`config.mk`:
```
export PLATFORM = sky130hd
export DESIGN_NAME = lockprot_unit
export DESIGN_NICKNAME = d
export VERILOG_FILES = /design/src/rtl/lockprot_pkg.sv /design/src/rtl/lockprot_store.sv /design/src/rtl/lockprot_gate.sv /design/src/rtl/lockprot_unit.sv
export SDC_FILE = /design/constraint.sdc
export NUM_CORES = 1
export LEC_CHECK = 0
export ABC_AREA = 1
export CORE_MARGIN = 8
export CORE_UTILIZATION = 54
export CTS_CLUSTER_DIAMETER = 200
export CTS_CLUSTER_SIZE = 8
export DETAILED_ROUTE_END_ITERATION = 10
export PLACE_DENSITY = 0.84
export SYNTH_ARGS = -nofsm -noshare
export SYNTH_HDL_FRONTEND = slang
export SYNTH_SLANG_ARGS = --single-unit
```
`constraint.sdc`:
```
create_clock -name clk -period 4.2 [get_ports clk]
set_input_delay 1.05 -clock clk [delete_from_list [all_inputs] [get_ports clk]]
set_output_delay 1.05 -clock clk [all_outputs]
set_load 0.02 [all_outputs]
```
`src/rtl/lockprot_pkg.sv`:
```
package lockprot_pkg;

    // Per-block protection level, two bits per block
    typedef enum logic [1:0] {
        PL_OPEN   = 2'b00,
        PL_LOCKED = 2'b01,
        PL_PINNED = 2'b11
    } prot_lvl_e;

    // Protection command codes
    typedef enum logic [1:0] {
        CMD_CLR_ERR = 2'b00,
        CMD_LOCK    = 2'b01,
        CMD_OPEN    = 2'b10,
        CMD_PIN     = 2'b11
    } cmd_op_e;

    // Access request codes
    typedef enum logic [1:0] {
        ACC_READ  = 2'b00,
        ACC_PROG  = 2'b01,
        ACC_ERASE = 2'b10,
        ACC_OTHER = 2'b11
    } acc_op_e;

    // Registered verdict carried to the outputs
    typedef struct packed {
        logic    valid;
        logic    grant;
        acc_op_e op;
    } verdict_t;

    // Level a block moves to when it receives a command
    function automatic prot_lvl_e lvl_next(prot_lvl_e cur, cmd_op_e op);
        prot_lvl_e nxt;
        nxt = cur;
        if (op == CMD_PIN) begin
            nxt = PL_PINNED;
        end else if (cur != PL_PINNED) begin
            if (op == CMD_LOCK) nxt = PL_LOCKED;
            else if (op == CMD_OPEN) nxt = PL_OPEN;
        end
        return nxt;
    endfunction

    function automatic logic acc_modifies(acc_op_e op);
        return op != ACC_READ;
    endfunction

endpackage

```
`src/rtl/lockprot_store.sv`:
```
module lockprot_store
    import lockprot_pkg::*;
#(
    parameter int BLOCKS = 8,
    localparam int BW = (BLOCKS > 1) ? $clog2(BLOCKS) : 1
) (
    input  logic                         clk,
    input  logic                         rst,
    input  logic                         cmd_valid,
    input  logic [1:0]                   cmd_op,
    input  logic [BW-1:0]                cmd_blk,
    output prot_lvl_e [BLOCKS-1:0]       lvl_q,
    output prot_lvl_e [BLOCKS-1:0]       lvl_d
);

    cmd_op_e cop;
    logic    is_level_cmd;

    assign cop          = cmd_op_e'(cmd_op);
    assign is_level_cmd = cmd_valid && (cop != CMD_CLR_ERR);

    always_comb begin
        for (int i = 0; i < BLOCKS; i++) begin
            if (is_level_cmd && (cmd_blk == BW'(i)))
                lvl_d[i] = lvl_next(lvl_q[i], cop);
            else
                lvl_d[i] = lvl_q[i];
        end
    end

    always_ff @(posedge clk) begin
        if (rst) begin
            for (int i = 0; i < BLOCKS; i++) lvl_q[i] <= PL_LOCKED;
        end else begin
            lvl_q <= lvl_d;
        end
    end

    generate
        for (genvar g = 0; g < BLOCKS; g++) begin : g_chk

            reset_lock_chk: assert property (@(posedge clk) disable iff (rst)
                $past(rst) |-> (lvl_q[g] == PL_LOCKED));

            enc_legal_chk: assert property (@(posedge clk) disable iff (rst)
                lvl_q[g] != prot_lvl_e'(2'b10));

            pin_hold_chk: assert property (@(posedge clk) disable iff (rst)
                (lvl_q[g] == PL_PINNED) |=> (lvl_q[g] == PL_PINNED));

            other_blk_chk: assert property (@(posedge clk) disable iff (rst)
                (!cmd_valid || (cmd_blk != BW'(g))) |=> $stable(lvl_q[g]));
        end
    endgenerate

endmodule

```
`src/rtl/lockprot_gate.sv`:
```
module lockprot_gate
    import lockprot_pkg::*;
#(
    parameter int BLOCKS = 8,
    localparam int BW = (BLOCKS > 1) ? $clog2(BLOCKS) : 1
) (
    input  logic                   clk,
    input  logic                   rst,
    input  logic                   req_valid,
    input  logic [1:0]             req_op,
    input  logic [BW-1:0]          req_blk,
    input  logic                   supply_low,
    input  logic                   clr_err,
    input  prot_lvl_e [BLOCKS-1:0] lvl_d,
    output verdict_t               vrd_q,
    output logic [BW-1:0]          blk_q,
    output logic                   err_q
);

    localparam logic [BW:0] LIMIT = (BW+1)'(BLOCKS);

    acc_op_e   rop;
    prot_lvl_e eff_lvl;
    logic      in_range;
    logic      allow;
    logic      refuse;

    assign rop      = acc_op_e'(req_op);
    assign in_range = {1'b0, req_blk} < LIMIT;

    // Level after any same-cycle command, so updates apply at once
    always_comb begin
        eff_lvl = PL_PINNED;
        if (in_range) eff_lvl = lvl_d[req_blk];
    end

    always_comb begin
        allow = 1'b1;
        if (acc_modifies(rop))
            allow = in_range && !supply_low && (eff_lvl == PL_OPEN);
    end

    assign refuse = req_valid && !allow;

    always_ff @(posedge clk) begin
        if (rst) begin
            vrd_q <= '0;
            blk_q <= '0;
            err_q <= 1'b0;
        end else begin
            vrd_q.valid <= req_valid;
            vrd_q.grant <= req_valid && allow;
            vrd_q.op    <= rop;
            blk_q       <= req_blk;
            if (refuse)       err_q <= 1'b1;
            else if (clr_err) err_q <= 1'b0;
        end
    end


    lockout_deny_chk: assert property (@(posedge clk) disable iff (rst)
        (req_valid && (req_op != 2'b00) && supply_low) |=> (vrd_q.valid && !vrd_q.grant));

    read_pass_chk: assert property (@(posedge clk) disable iff (rst)
        (req_valid && (req_op == 2'b00)) |=> (vrd_q.valid && vrd_q.grant));

    closed_deny_chk: assert property (@(posedge clk) disable iff (rst)
        (req_valid && (req_op != 2'b00) && (eff_lvl != PL_OPEN)) |=> !vrd_q.grant);

    err_sticky_chk: assert property (@(posedge clk) disable iff (rst)
        (err_q && !clr_err) |=> err_q);

    deny_flags_chk: assert property (@(posedge clk) disable iff (rst)
        (vrd_q.valid && !vrd_q.grant) |-> err_q);

endmodule

```
`src/rtl/lockprot_unit.sv`:
```
module lockprot_unit
    import lockprot_pkg::*;
#(
    parameter int BLOCKS = 8,
    localparam int BW = (BLOCKS > 1) ? $clog2(BLOCKS) : 1
) (
    input  logic          clk,
    input  logic          rst,
    input  logic          cmd_valid,
    input  logic [1:0]    cmd_op,
    input  logic [BW-1:0] cmd_blk,
    input  logic          req_valid,
    input  logic [1:0]    req_op,
    input  logic [BW-1:0] req_blk,
    input  logic          supply_low,
    input  logic [BW-1:0] rd_blk,
    output logic [1:0]    rd_state,
    output logic          resp_valid,
    output logic          resp_grant,
    output logic          resp_deny,
    output logic          array_valid,
    output logic [1:0]    array_op,
    output logic [BW-1:0] array_blk,
    output logic          err_locked
);

    localparam logic [BW:0] LIMIT = (BW+1)'(BLOCKS);

    prot_lvl_e [BLOCKS-1:0] lvl_q;
    prot_lvl_e [BLOCKS-1:0] lvl_d;
    verdict_t               vrd_q;
    logic [BW-1:0]          blk_q;
    logic                   err_q;
    logic                   clr_err;

    assign clr_err = cmd_valid && (cmd_op_e'(cmd_op) == CMD_CLR_ERR);

    lockprot_store #(.BLOCKS(BLOCKS)) u_store (
        .clk       (clk),
        .rst       (rst),
        .cmd_valid (cmd_valid),
        .cmd_op    (cmd_op),
        .cmd_blk   (cmd_blk),
        .lvl_q     (lvl_q),
        .lvl_d     (lvl_d)
    );

    lockprot_gate #(.BLOCKS(BLOCKS)) u_gate (
        .clk        (clk),
        .rst        (rst),
        .req_valid  (req_valid),
        .req_op     (req_op),
        .req_blk    (req_blk),
        .supply_low (supply_low),
        .clr_err    (clr_err),
        .lvl_d      (lvl_d),
        .vrd_q      (vrd_q),
        .blk_q      (blk_q),
        .err_q      (err_q)
    );

    always_comb begin
        rd_state = PL_LOCKED;
        if ({1'b0, rd_blk} < LIMIT) rd_state = lvl_q[rd_blk];
    end

    assign resp_valid  = vrd_q.valid;
    assign resp_grant  = vrd_q.grant;
    assign resp_deny   = vrd_q.valid && !vrd_q.grant;
    assign array_valid = vrd_q.valid && vrd_q.grant;
    assign array_op    = vrd_q.op;
    assign array_blk   = blk_q;
    assign err_locked  = err_q;


    forward_only_grant_chk: assert property (@(posedge clk) disable iff (rst)
        array_valid |-> (resp_valid && !resp_deny));

endmodule

```
==> metrics.txt <==
#FFs+latches synth=24; Synth Area per Inst=between 6 and 7 um2; Vias=~1,500; register area=~480 um2; die height=approximately 67 um; Clk pwr share=26.3%; Via density=~5.2; TritonCTS clock tree=built; Post-synth top cells=nand2_1 (71), nor2_1 (27), inv_1 (26), dfxtp_1 (24), nand3_1 (24); CTS HTree Levels=1; Die Footprint=roughly 0.0045 mm2; Fin Clk Skew=8.39 ps; vias in the first global route=about 1,300; top-level port count=30; Buf/Inv on CP=3; Synth top area share=between 30% and 40%; Antenna Nets Post-Route=0; hold buffers post-CTS=0; R2R Setup Slk=approximately 2800 ps; Placed Cells=roughly 280; top post-synthesis cells by area=dfxtp_1 (34%), nand2_1 (19%), nand3_1 (8.6%), nor2_1 (7.2%), inv_1 (7.0%); max_slew headroom=67.8%; worst hold start=u_gate.err_q; Gate power share=22.2%; Multi-input gate area=between 700 and 800 um2; Synth-to-Final Area Change=24.4%; Worst Hold End=u_gate.err_q; cell breakdown of the critical path=clkdlybuf4s50_1 -> inv_1 -> nor2_1 -> o32ai_1 -> nor2_1 -> a31oi_1 -> clkdlybuf4s50_1; worst-margin pin slew=482 ps; dpl hpwl=2760 um; CTS Buf Count=3; Clock Sinks=24; VDD IR-drop max=about 0.28 mV; post-place instance area=between 0.0015 and 0.002 mm2; Post-synth EDFFs=0; Final Cell Area=around 0.0017 mm2; Final Hold Vio Count=0; Int Power=approximately 0.00033 W; Final period util=95.5%; Final Non-Filler Cells=between 200 and 300; Post-Synth Adder-Cell Area=0%; Hold WS=slightly below 500 ps; first-pass GRT wire length=~6100 um; clk root buf=clkbuf_4; critical path launch point type=input pin; initial core utilization=56.6%; Worst-path clk slew=around 130 ps; core area=approximately 0.0025 mm2; cell family with most CP delay=buffers and inverters; critical path arrival=slightly below 3000 ps; fillers=230; Synth Area in Compound Gates=15.5%; FF-to-FF path depth=10; Leakage=0.808 nW; Core Rows=18; Seq pwr share=51.5%; largest family of logic cells by synthesized area=simple AND/OR/NAND/NOR gates; critical path class=input pin to output pin; hold path cells=2; nets=between 200 and 300; Crit path required time=3150 ps; status=finished, final reports clean; Final Total Pwr=~0.00046 W; syn_nets=245; All-Layer GR Usage=between 10% and 20%; Post-synth ARST share=0%; final-report setup violation count=0; Mapped Area=0.00140 mm2; IO Port Bufs=29; DRC viols=0; worst r2r dst=u_gate.err_q; Worst Setup End Kind=output pin; Post-synth top flop=dfxtp_1; CP Max Fanout=11; Distinct cells, synth=24; switching share of total power=between 20 and 30%; routed wire length=approximately 3600 um; XOR/XNOR Fraction of Synth Area=0%; Tmin final=about 4000 ps; largest area contributor in the netlist=dfxtp_1; Final GP Congestion=0.920; yosys warns=0; Iter 0 DRT Violations=between 100 and 150; Remaining Overflow, GRT=0; max_cap viols=0; antenna violations before repair=0; Highest Clock Rate=249 MHz; Slowest-stage cell, CP=clkdlybuf4s50_1; cells after synthesis=approximately 230; sequential element share of the synthesized area=around 34%; worst min path class=flip-flop to flip-flop; Power Dens Cells=266 mW/mm2; Die X=between 60 and 70 um; DRT Pass-1 Iters=4; DR WL/cell=between 10 and 15 um; RR Startpoint=u_store.lvl_q[10]; setup_tns=0 ps; pin count of the biggest net entering global routing=17; max-slew violations=0; Clock Tree Buf Depth=2; Simple-Gate Fraction of Synth Area=between 30% and 40%; layout cells sized above 1=under 10%; worst-skew pair later-pin latency=320 ps; postcts setup bufs=0; top-count cell post-synth=nand2_1; largest stage delay on the critical path=slightly above 600 ps; cts repair resizes=0; ant diodes=0; Psw=roughly 0.00013 W; post-synthesis mux area share=0%; RSZ-0062 raised after global routing=false
placed cells by master, fill, tap and decap left out:
master / synthesis / layout
clkinv_1: 3 / 3
clkdlybuf4s50_1: 0 / 29
o21ai_1: 3 / 3
inv_1: 26 / 26
buf_4: 1 / 1
o21ai_2: 1 / 1
a31oi_1: 2 / 2
nor2_1: 27 / 27
nand4_1: 2 / 2
a221oi_1: 1 / 1
nand3_1: 24 / 24
inv_2: 3 / 3
nor2_2: 3 / 3
o32ai_1: 1 / 1
o211ai_1: 8 / 8
nor2_8: 1 / 1
nand2_1: 71 / 71
a21oi_1: 11 / 11
a21oi_2: 1 / 1
clkbuf_8: 0 / 1
nand3b_1: 1 / 1
o21ai_0: 8 / 8
dfxtp_1: 24 / 24
or2_2: 1 / 1
clkbuf_4: 0 / 3
metrics by stage:
step	setup WS [ps]	util [%]
2_1_floorplan	1120	-
3_3_place_gp	256	68.9
3_5_place_dp	210	68.9
4_1_cts	206	70.4
5_1_grt	108	70.4
6_report	189	70.4
tightest hold or removal path: cells and delay by family, from the launching register on:
family	cells	cell delay [ps]
and+or+nand+nor	2	130
DFF	1	340
sequential cells by signal (all words and copies together) (netlist names):
register       flops
u_gate.blk_q       3
u_gate.vrd_q       4
u_store.lvl_q     16
u_gate.err_q       1
power groups by stage:
stage	sequential [W]	clock (W)	combinational, W
floorplan	0.000249	0	0.0000540
global placement	0.000244	0	0.000102
detailed placement	0.000244	0	0.000103
CTS	0.000239	0.000125	0.000103
global route	0.000240	0.000135	0.000113
finish	0.000239	0.000122	0.000103
how the worst max path moves through the flow:
stage / cells after the start / slack (ps) / end / start
floorplan: 5 / 1120 / rd_state[1] / rd_blk[0]
global placement: 7 / 260 / rd_state[1] / rd_blk[0]
global route: 7 / 110 / rd_state[1] / rd_blk[0]
finish: 7 / 190 / rd_state[1] / rd_blk[0]
detailed placement: 7 / 210 / rd_state[1] / rd_blk[0]
CTS: 7 / 210 / rd_state[1] / rd_blk[0]
layout make-up:
class,instances,area share (%)
flip-flops and latches,24,27.6
clock buffers,4,2.08
multi-input cells,166,44.2
repair buffers,30,17.1
well taps,30,2.15
inverters,32,6.89
layer usage:
metal / wire length (um) / global-route usage (%)
met4: 40 / 6.27
met2: 1710 / 25.7
met5: 0 / 0
met3: 204 / 4.36
met1: 1690 / 22.7
cells by family (layout without fill, tap and decap cells):
logic type             Yosys count  count (layout)
AND/OR/NAND/NOR                130             130
AO/OA/AOI/OAI                   36              36
flip-flops                      24              24
buffers and inverters           37              66
No activity file was read; power rests on OpenSTA's default activity.
